## src/rtl/pfd_pkg.sv

```systemverilog
package pfd_pkg;
    typedef enum logic [1:0] {
        ST_IDLE    = 2'd0,
        ST_LEAD_UP = 2'd1,
        ST_LEAD_DN = 2'd2,
        ST_CLEAR   = 2'd3
    } pfd_state_e;

    localparam int unsigned DLY_W = 3;
endpackage

```

## src/rtl/pfd_edge_sync.sv

```systemverilog
module pfd_edge_sync #(
    parameter int unsigned STAGES = 2
) (
    input  logic clk,
    input  logic rst_n,
    input  logic din,
    output logic rise_o
);
    logic [STAGES-1:0] shift_q;
    logic              last_q;

    always_ff @(posedge clk or negedge rst_n) begin
        if (!rst_n) begin
            shift_q <= '0;
            last_q  <= 1'b0;
        end else begin
            shift_q <= {shift_q[STAGES-2:0], din};
            last_q  <= shift_q[STAGES-1];
        end
    end

    assign rise_o = shift_q[STAGES-1] & ~last_q;
endmodule

```

## src/rtl/pfd_core.sv

```systemverilog
module pfd_core
    import pfd_pkg::*;
#(
    parameter int unsigned WIDTH_W = 5
) (
    input  logic               clk,
    input  logic               rst_n,
    input  logic               ref_rise,
    input  logic               fb_rise,
    input  logic [DLY_W-1:0]   dly,
    output logic               up_raw,
    output logic               dn_raw,
    output logic               cmp_stb,
    output logic [WIDTH_W-1:0] lead_width
);
    localparam logic [WIDTH_W-1:0] CNT_MAX = '1;

    pfd_state_e         state_q, state_d;
    logic [WIDTH_W-1:0] cnt_q, cnt_d;

    always_ff @(posedge clk or negedge rst_n) begin
        if (!rst_n) begin
            state_q <= ST_IDLE;
            cnt_q   <= '0;
        end else begin
            state_q <= state_d;
            cnt_q   <= cnt_d;
        end
    end

    always_comb begin
        state_d = state_q;
        cnt_d   = cnt_q;
        unique case (state_q)
            ST_IDLE: begin
                cnt_d = '0;
                if (ref_rise && fb_rise) begin
                    state_d = ST_CLEAR;
                end else if (ref_rise) begin
                    state_d = ST_LEAD_UP;
                    cnt_d   = WIDTH_W'(1);
                end else if (fb_rise) begin
                    state_d = ST_LEAD_DN;
                    cnt_d   = WIDTH_W'(1);
                end
            end
            ST_LEAD_UP: begin
                if (fb_rise) begin
                    state_d = ST_CLEAR;
                    cnt_d   = '0;
                end else if (cnt_q != CNT_MAX) begin
                    cnt_d = cnt_q + 1'b1;
                end
            end
            ST_LEAD_DN: begin
                if (ref_rise) begin
                    state_d = ST_CLEAR;
                    cnt_d   = '0;
                end else if (cnt_q != CNT_MAX) begin
                    cnt_d = cnt_q + 1'b1;
                end
            end
            ST_CLEAR: begin
                if (cnt_q[DLY_W-1:0] == dly) begin
                    state_d = ST_IDLE;
                    cnt_d   = '0;
                end else begin
                    cnt_d = cnt_q + 1'b1;
                end
            end
            default: begin
                state_d = ST_IDLE;
                cnt_d   = '0;
            end
        endcase
    end

    always_comb begin
        up_raw     = (state_q == ST_LEAD_UP) || (state_q == ST_CLEAR);
        dn_raw     = (state_q == ST_LEAD_DN) || (state_q == ST_CLEAR);
        cmp_stb    = (state_q != ST_CLEAR) && (state_d == ST_CLEAR);
        lead_width = (state_q == ST_IDLE) ? '0 : cnt_q;
    end
endmodule

```

## src/rtl/pfd_lock.sv

```systemverilog
module pfd_lock
    import pfd_pkg::*;
#(
    parameter int unsigned WIDTH_W    = 5,
    parameter int unsigned LOCK_COUNT = 16
) (
    input  logic               clk,
    input  logic               rst_n,
    input  logic               cmp_stb,
    input  logic [WIDTH_W-1:0] lead_width,
    input  logic [DLY_W-1:0]   dly,
    output logic               locked
);
    localparam int unsigned LC_W = $clog2(LOCK_COUNT + 1);
    localparam int unsigned EW   = (WIDTH_W > DLY_W ? WIDTH_W : DLY_W) + 1;
    localparam logic [LC_W-1:0] LC_TOP = LC_W'(LOCK_COUNT);

    logic [LC_W-1:0] good_q;
    logic            good_cmp;

    assign good_cmp = EW'(lead_width) <= (EW'(dly) + EW'(1));

    always_ff @(posedge clk or negedge rst_n) begin
        if (!rst_n) begin
            good_q <= '0;
        end else if (cmp_stb) begin
            if (!good_cmp) begin
                good_q <= '0;
            end else if (good_q != LC_TOP) begin
                good_q <= good_q + 1'b1;
            end
        end
    end

    assign locked = (good_q == LC_TOP);
endmodule

```

## src/rtl/phase_freq_detector.sv

```systemverilog
module phase_freq_detector
    import pfd_pkg::*;
#(
    parameter int unsigned SYNC_STAGES = 2,
    parameter int unsigned WIDTH_W     = 5,
    parameter int unsigned LOCK_COUNT  = 16
) (
    input  logic             clk,
    input  logic             rst_n,
    input  logic             ref_in,
    input  logic             fb_in,
    input  logic             up_en,
    input  logic             dn_en,
    input  logic             force_up,
    input  logic             force_dn,
    input  logic             force_mid,
    input  logic [DLY_W-1:0] rst_dly,
    output logic             pump_up,
    output logic             pump_dn,
    output logic             mid_req,
    output logic             locked
);
    localparam int unsigned N_IN = 2;

    logic [N_IN-1:0]    pin_vec;
    logic [N_IN-1:0]    rise_vec;
    logic               up_raw, dn_raw, cmp_stb;
    logic [WIDTH_W-1:0] lead_width;

    assign pin_vec = {fb_in, ref_in};

    for (genvar g = 0; g < N_IN; g++) begin : g_sync
        pfd_edge_sync #(.STAGES(SYNC_STAGES)) u_sync (
            .clk    (clk),
            .rst_n  (rst_n),
            .din    (pin_vec[g]),
            .rise_o (rise_vec[g])
        );
    end

    pfd_core #(.WIDTH_W(WIDTH_W)) u_core (
        .clk        (clk),
        .rst_n      (rst_n),
        .ref_rise   (rise_vec[0]),
        .fb_rise    (rise_vec[1]),
        .dly        (rst_dly),
        .up_raw     (up_raw),
        .dn_raw     (dn_raw),
        .cmp_stb    (cmp_stb),
        .lead_width (lead_width)
    );

    pfd_lock #(.WIDTH_W(WIDTH_W), .LOCK_COUNT(LOCK_COUNT)) u_lock (
        .clk        (clk),
        .rst_n      (rst_n),
        .cmp_stb    (cmp_stb),
        .lead_width (lead_width),
        .dly        (rst_dly),
        .locked     (locked)
    );

    // Override priority: mid park, then rail forces, then direction masks.
    always_comb begin
        mid_req = 1'b0;
        if (force_mid) begin
            pump_up = 1'b0;
            pump_dn = 1'b0;
            mid_req = 1'b1;
        end else if (force_up || force_dn) begin
            pump_up = force_up & ~force_dn;
            pump_dn = force_dn & ~force_up;
        end else begin
            pump_up = up_raw & up_en;
            pump_dn = dn_raw & dn_en;
        end
    end
endmodule

```

## config.mk

```make
export PLATFORM = sky130hd
export DESIGN_NAME = phase_freq_detector
export DESIGN_NICKNAME = d
export VERILOG_FILES = /design/src/rtl/pfd_pkg.sv /design/src/rtl/pfd_edge_sync.sv /design/src/rtl/pfd_core.sv /design/src/rtl/pfd_lock.sv /design/src/rtl/phase_freq_detector.sv
export SDC_FILE = /design/constraint.sdc
export NUM_CORES = 1
export LEC_CHECK = 0
export CORE_AREA = 2 2 54 56
export CTS_CLUSTER_SIZE = 25
export DETAILED_ROUTE_END_ITERATION = 12
export DIE_AREA = 0 0 56 58
export GPL_TIMING_DRIVEN = 1
export PLACE_DENSITY_LB_ADDON = 0.05
export SETUP_SLACK_MARGIN = 0.3
export SLEW_MARGIN = 20
export SYNTH_ARGS = -nofsm -noshare
export SYNTH_HDL_FRONTEND = slang
export SYNTH_SLANG_ARGS = --single-unit
export TNS_END_PERCENT = 50
```

## constraint.sdc

```tcl
create_clock -name clk -period 2.7 [get_ports clk]
set_clock_uncertainty 0.15 [all_clocks]
set_input_delay 0.54 -clock clk [delete_from_list [all_inputs] [get_ports clk]]
set_output_delay 0.54 -clock clk [all_outputs]
set_load 0.005 [all_outputs]
```

Word level (Yosys, flattened, before mapping)

Index checks and enable logic that the tools add are counted.

Bits in registers: 18
Logic and storage cells: 61
Bits of input ports: 12

$lt $le $gt $ge: 1
Reductions and logical operators: 7
$add $sub $neg: 3
Equal/unequal tests: 10
Mux-type cells: 23
Bitwise gates (word level): 10

Operators by type and width:

| kind                                                 | count |
|---|---|
| two-way mux 5 bit                                    | 9 |
| one-hot mux 5 bit (4 select lines)                   | 1 |
| two-way mux 2 bit                                    | 6 |
| adder 5 x 1 -> 5 bit (second input constant)         | 2 |
| != test 5 bit (second input constant)                | 2 |
| one-hot mux 2 bit (4 select lines)                   | 1 |
| AND 1 bit                                            | 6 |
| equality test 2 bit (second input constant)          | 3 |
| less-or-equal comparator 5 x 6 -> 1 bit              | 1 |
| two-way mux 1 bit                                    | 6 |
| equality test 5 bit (second input constant)          | 1 |
| adder 3 x 1 -> 4 bit (second input constant)         | 1 |
| != test 2 bit (second input constant)                | 2 |
| inverter 1 bit                                       | 4 |
| equality test 3 bit                                  | 1 |
| logical OR 1 bit                                     | 3 |
| equality test 2 x 1 -> 1 bit (second input constant) | 1 |
| logical AND 1 bit                                    | 2 |
| zero test 2 bit                                      | 1 |
| AND reduction 2 bit                                  | 1 |

Logic depth before layout (Yosys ltp)

Depth after elaboration: 9
Depth in mapped cells: 8
Gate-level depth less buffers: 7

Hierarchy

Synthesis repeated with hierarchy kept, for this count alone.

Cells, all modules: 123
Area total of the unflattened synthesis: 1206.2 um^2

Modules (own cells, without submodules):

| module              | area each (um^2) | cells each | seq. area each (um^2) | times used |
|---|---|---|---|---|
| pfd_core            | 540.5            | 61         | 175.2                 | 1 |
| pfd_lock            | 460.4            | 49         | 125.1                 | 1 |
| pfd_edge_sync       | 88.8             | 4          | 75.1                  | 2 |
| phase_freq_detector | 27.5             | 5          | 0.0                   | 1 |

Worst setup path after synthesis

OpenSTA, ideal clock, no wires.

Path type: register to register
From: reg u_core.state_q[1]
To: reg u_lock.good_q[3]
Setup slack: 0.577 ns
Data arrival time: 1.886 ns
Cell stages (with the launch flop): 9
Path buffers: 1
Library setup time: 0.087 ns
Clock period less this slack: 2.123 ns
Required time: 2.463 ns
Cell sequence: dfrtp_1 -> buf_2 -> nor2_1 -> nor2b_1 -> ha_1 -> nor2b_1 -> o2111ai_1 -> nand2_1 -> o211ai_1

Word-level cells in the longest chain between the ends: 7

Ends and longest elaborated chain:

| what                                                                                            | RTL line       | source |
|---|---|---|
| start, declared                                                                                 | pfd_core.sv:18 | `pfd_state_e state_q, state_d;` |
| start signal, assigned                                                                          | pfd_core.sv:26 | `state_q <= state_d;` |
| parallel branches: the longest is 7 deep, another holds less-or-equal comparator 5 x 6 -> 1 bit | --             |  |
| end signal, assigned                                                                            | pfd_lock.sv:30 | `good_q <= good_q + 1'b1;` |
| end, declared                                                                                   | pfd_lock.sv:18 | `logic [LC_W-1:0] good_q;` |

Several ways; the timed one is not identified.
A chain may end at the register's enable or synchronous reset.

Worst setup path in the final report

From: reg u_lock.good_q[0]
To: out locked

Word-level cells in the longest chain between the ends: 1

Ends and longest elaborated chain:

| what                | RTL line                  | source |
|---|---|---|
| equality test 5 bit | pfd_lock.sv:35            | `assign locked = (good_q == LC_TOP);` |
| end, declared       | phase_freq_detector.sv:21 | `output logic locked` |

No other way between the ends.

==> run_results.csv <==
group,metric,value,unit
logic_synthesis,synth_top_cell_area_share,39.4,%
worst_setup_path,required,2.01,ns
flow_run,maxCapViolCount,0,
sta,final_hold_viol_count,0,
drt,dr.pass1.iters,4,
logic_synthesis,synth_warnings,0,
sta,hold_ws,0.212,ns
floorplan,io_pins,16,
placed_design,placedInstanceArea,1350,sq um
drt,wire_per_inst,13.8,microns
logic_synthesis,synth_top_family_by_area,"simple AND/OR/NAND/NOR gates",
placed_design,routabilityCongestion,0.753,
logic_synthesis,ys_top_cells_by_count,"18 x dfrtp_1, 11 x ha_1, 9 x inv_1",
power,power.switching,0.000564,W
logic_synthesis,synth_cell_types,41,
worst_setup_path,worst_setup_path_end_kind,"primary output",
cells_and_area,design_area,1440,sq um
logic_synthesis,synth.most_common_cell,"dfrtp_1",
floorplan,die_area,3250,sq um
clocking,clock_sinks,18,
logic_synthesis,synth_top_cell_by_area,"dfrtp_1",
sta,tightestPinTransition,0.661,ns
logic_synthesis,synthCells,117,
drt,via_per_inst,5.73,
cells_and_area,nets,164,
logic_synthesis,synthAdderAreaFrac,12.0,%
logic_synthesis,synth_flop_cell,"dfrtp_1",
logic_synthesis,ys_ff_latch,18,
global_route,grt_usage,16.6,%
min_path,hold_depth,0,
sta,relSlewSlack,56.0,%
drt,drt_wl_total,2350,microns
power,p_int,0.000770,W
clocking,clockRootBuffer,"clkbuf_4",
logic_synthesis,synth_mux_area_share,0,%
power,p_seq_share,31.5,%
worst_setup_path,critPathLaunchType,"flip-flop",
floorplan,coreArea,2660,sq um
worst_setup_path,worstSetupPathType,"flip-flop to primary output",
clocking,cts_tree,"yes",
logic_synthesis,syn_nets,140,
logic_synthesis,yosys.area_share.xor_xnor,3.06,%
drt,antenna_left,0,
power,report.power.total,0.00133,W
drt,post-route-drc-count,0,
global_route,grt_overflow,0,
logic_synthesis,synthSimpleGateAreaFrac,22.6,%
logic_synthesis,ys_seq_area_share,39.4,%
min_path,hp-class,"flip-flop to flip-flop",
power,p_leak,0.644,nW
sta,min_period_over_period,87.7,%
global_route,antenna_found_initial,0,
clocking,cts_hold_buf,0,
clocking,h-tree-depth,1,
drt,num_vias,980,
floorplan,rows,19,
cells_and_area,syn_to_final_growth,25.7,%
drt,drt_iter0_markers,36,
sta,drv_slew,0,
outcome,status,"completed",
clocking,numCtsBuffers,3,
global_route,grt_start_max_net_pins,19,
logic_synthesis,syn_area_per_cell,9.77,sq um
clocking,clk_latency,0.29,ns
floorplan,die_h,58,microns
sta,setup_viol,0,
power,power.share.clock,12.6,%
sta,setup_tns,0,ns
clocking,clockBufferDepth,2,
power,swShare,42.3,%
logic_synthesis,async_flop_share,100,%
clocking,clkTransAtPathRegs,0.11,ns
worst_setup_path,worstRegToRegCells,8,
logic_synthesis,netlist_area,1140,sq um
power,pwr-share-comb,55.9,%
cells_and_area,layout-drive-gt1-share,15.0,%
global_route,grt_pass1_vias,975,
logic_synthesis,yosys-top-cells-area,"dfrtp_1 39%, ha_1 12%, nor2b_1 3.8%, xnor2_1 3.1%, inv_1 3.0%",
global_route,grt_pass1_wl,4240,microns
sta,max_freq,0.422,GHz
logic_synthesis,synth_compound_area_share,17.4,%
power,peakVddDrop,0.000516,V
floorplan,start_util,43.0,%
worst_setup_path,cp.arrival,1.68,ns
cells_and_area,diodes,0,
logic_synthesis,synth_enable_flop_cells,0,
power,power_density,928,nW/um^2
sta,rsz0062_at_grt,"yes",
placed_design,portBuffers,15,
floorplan,fp.dieW,56,microns
placed_design,hpwl,1770,microns
sta,post-route-min-period,2.37,ns
worst_setup_path,path_max_fanout,2,
[power by group through the flow]
stage	combinational, W	sequential, W	clock, W
6_report	0.000746	0.000420	0.000168
5_1_grt	0.000833	0.000430	0.000188
4_1_cts	0.000692	0.000419	0.000178
3_5_place_dp	0.000679	0.000427	0
3_3_place_gp	0.000657	0.000426	0
2_1_floorplan	0.000527	0.000398	0
[flip-flops by register name, indices dropped and copies added (netlist names)]
signal and flops:
g_sync.u_sync.last_q 2, g_sync.u_sync.shift_q 4, u_core.cnt_q 5, u_core.state_q 2, u_lock.good_q 5
[area by class of cell]
class	instances	area [sq um]
inverters	9	33.8
repair buffers	23	215
flip-flops and latches	18	450
clock buffers	4	36.3
multi-input cells	86	663
well taps	31	38.8
fillers	241	1220
[logic make-up (layout without fill, tap and decap cells)]
kind of cell | after synthesis | count (layout)
AO/OA/AOI/OAI | 26 | 26
XOR/XNOR | 4 | 4
adder cells (fa/ha/maj) | 11 | 11
buffers and inverters | 13 | 36
flip-flops | 18 | 18
AND/OR/NAND/NOR | 45 | 45
[worst paths after layout]
| path | start | endpoint | slack [ns] |
|---|---|---|---|
| min | g_sync[1].u_sync.shift_q[0] | g_sync[1].u_sync.shift_q[1] | 0.21 |
| max in group asynchronous | rst_n | g_sync[0].u_sync.last_q | 1.78 |
| min in group asynchronous | rst_n | u_core.cnt_q[2] | 0.40 |
| max | u_lock.good_q[0] | locked | 0.33 |
| min reg2reg | g_sync[1].u_sync.shift_q[0] | g_sync[1].u_sync.shift_q[1] | 0.21 |
| max reg2reg | u_core.state_q[0] | u_lock.good_q[2] | 0.49 |
[metal layers]
metal	vias to the layer above	share of wire (%)	global-route usage, %
met3	2	4.3	4.91
met5	-	0	0
met2	21	48	27.9
li1	480	-	-
met1	477	47	20.4
met4	0	0.72	6.12
[per-stage QoR]
step | worst slack, ns | instances | utilization, %
after floorplan | 0.577 | 117 | -
after global placement | 0.0488 | 165 | 50.7
after detailed placement | 0.0290 | 165 | 50.7
after CTS | 0.285 | 171 | 52.6
after global routing | 0.256 | 171 | 54.0
final | 0.332 | 171 | 54.0
[worst max-delay path, stage by stage (launching register included)]
cell             delay [ns]
dfrtp_1                0.41
inv_1                  0.08
ha_1                   0.16
and4bb_2               0.24
clkdlybuf4s50_1        0.50
[placed cells by master, fill, tap and decap left out, types with 5 or more instances in the layout]
cell type | netlist | routed
ha_1 | 11 | 11
buf_4 | 1 | 8
nor2_1 | 7 | 7
inv_1 | 9 | 9
nor3_1 | 5 | 5
nand2_1 | 6 | 5
dfrtp_1 | 18 | 18
nand3_1 | 5 | 5
clkdlybuf4s50_1 | 0 | 13
a21oi_1 | 5 | 5
nor2b_1 | 7 | 7
[timing repair]
action,4_1_cts,5_1_grt
gates resized for setup,0,8
setup buffers,2,0
setup endpoints to repair,3,8
pin swaps,0,1
(Power assumes the default switching activity.)
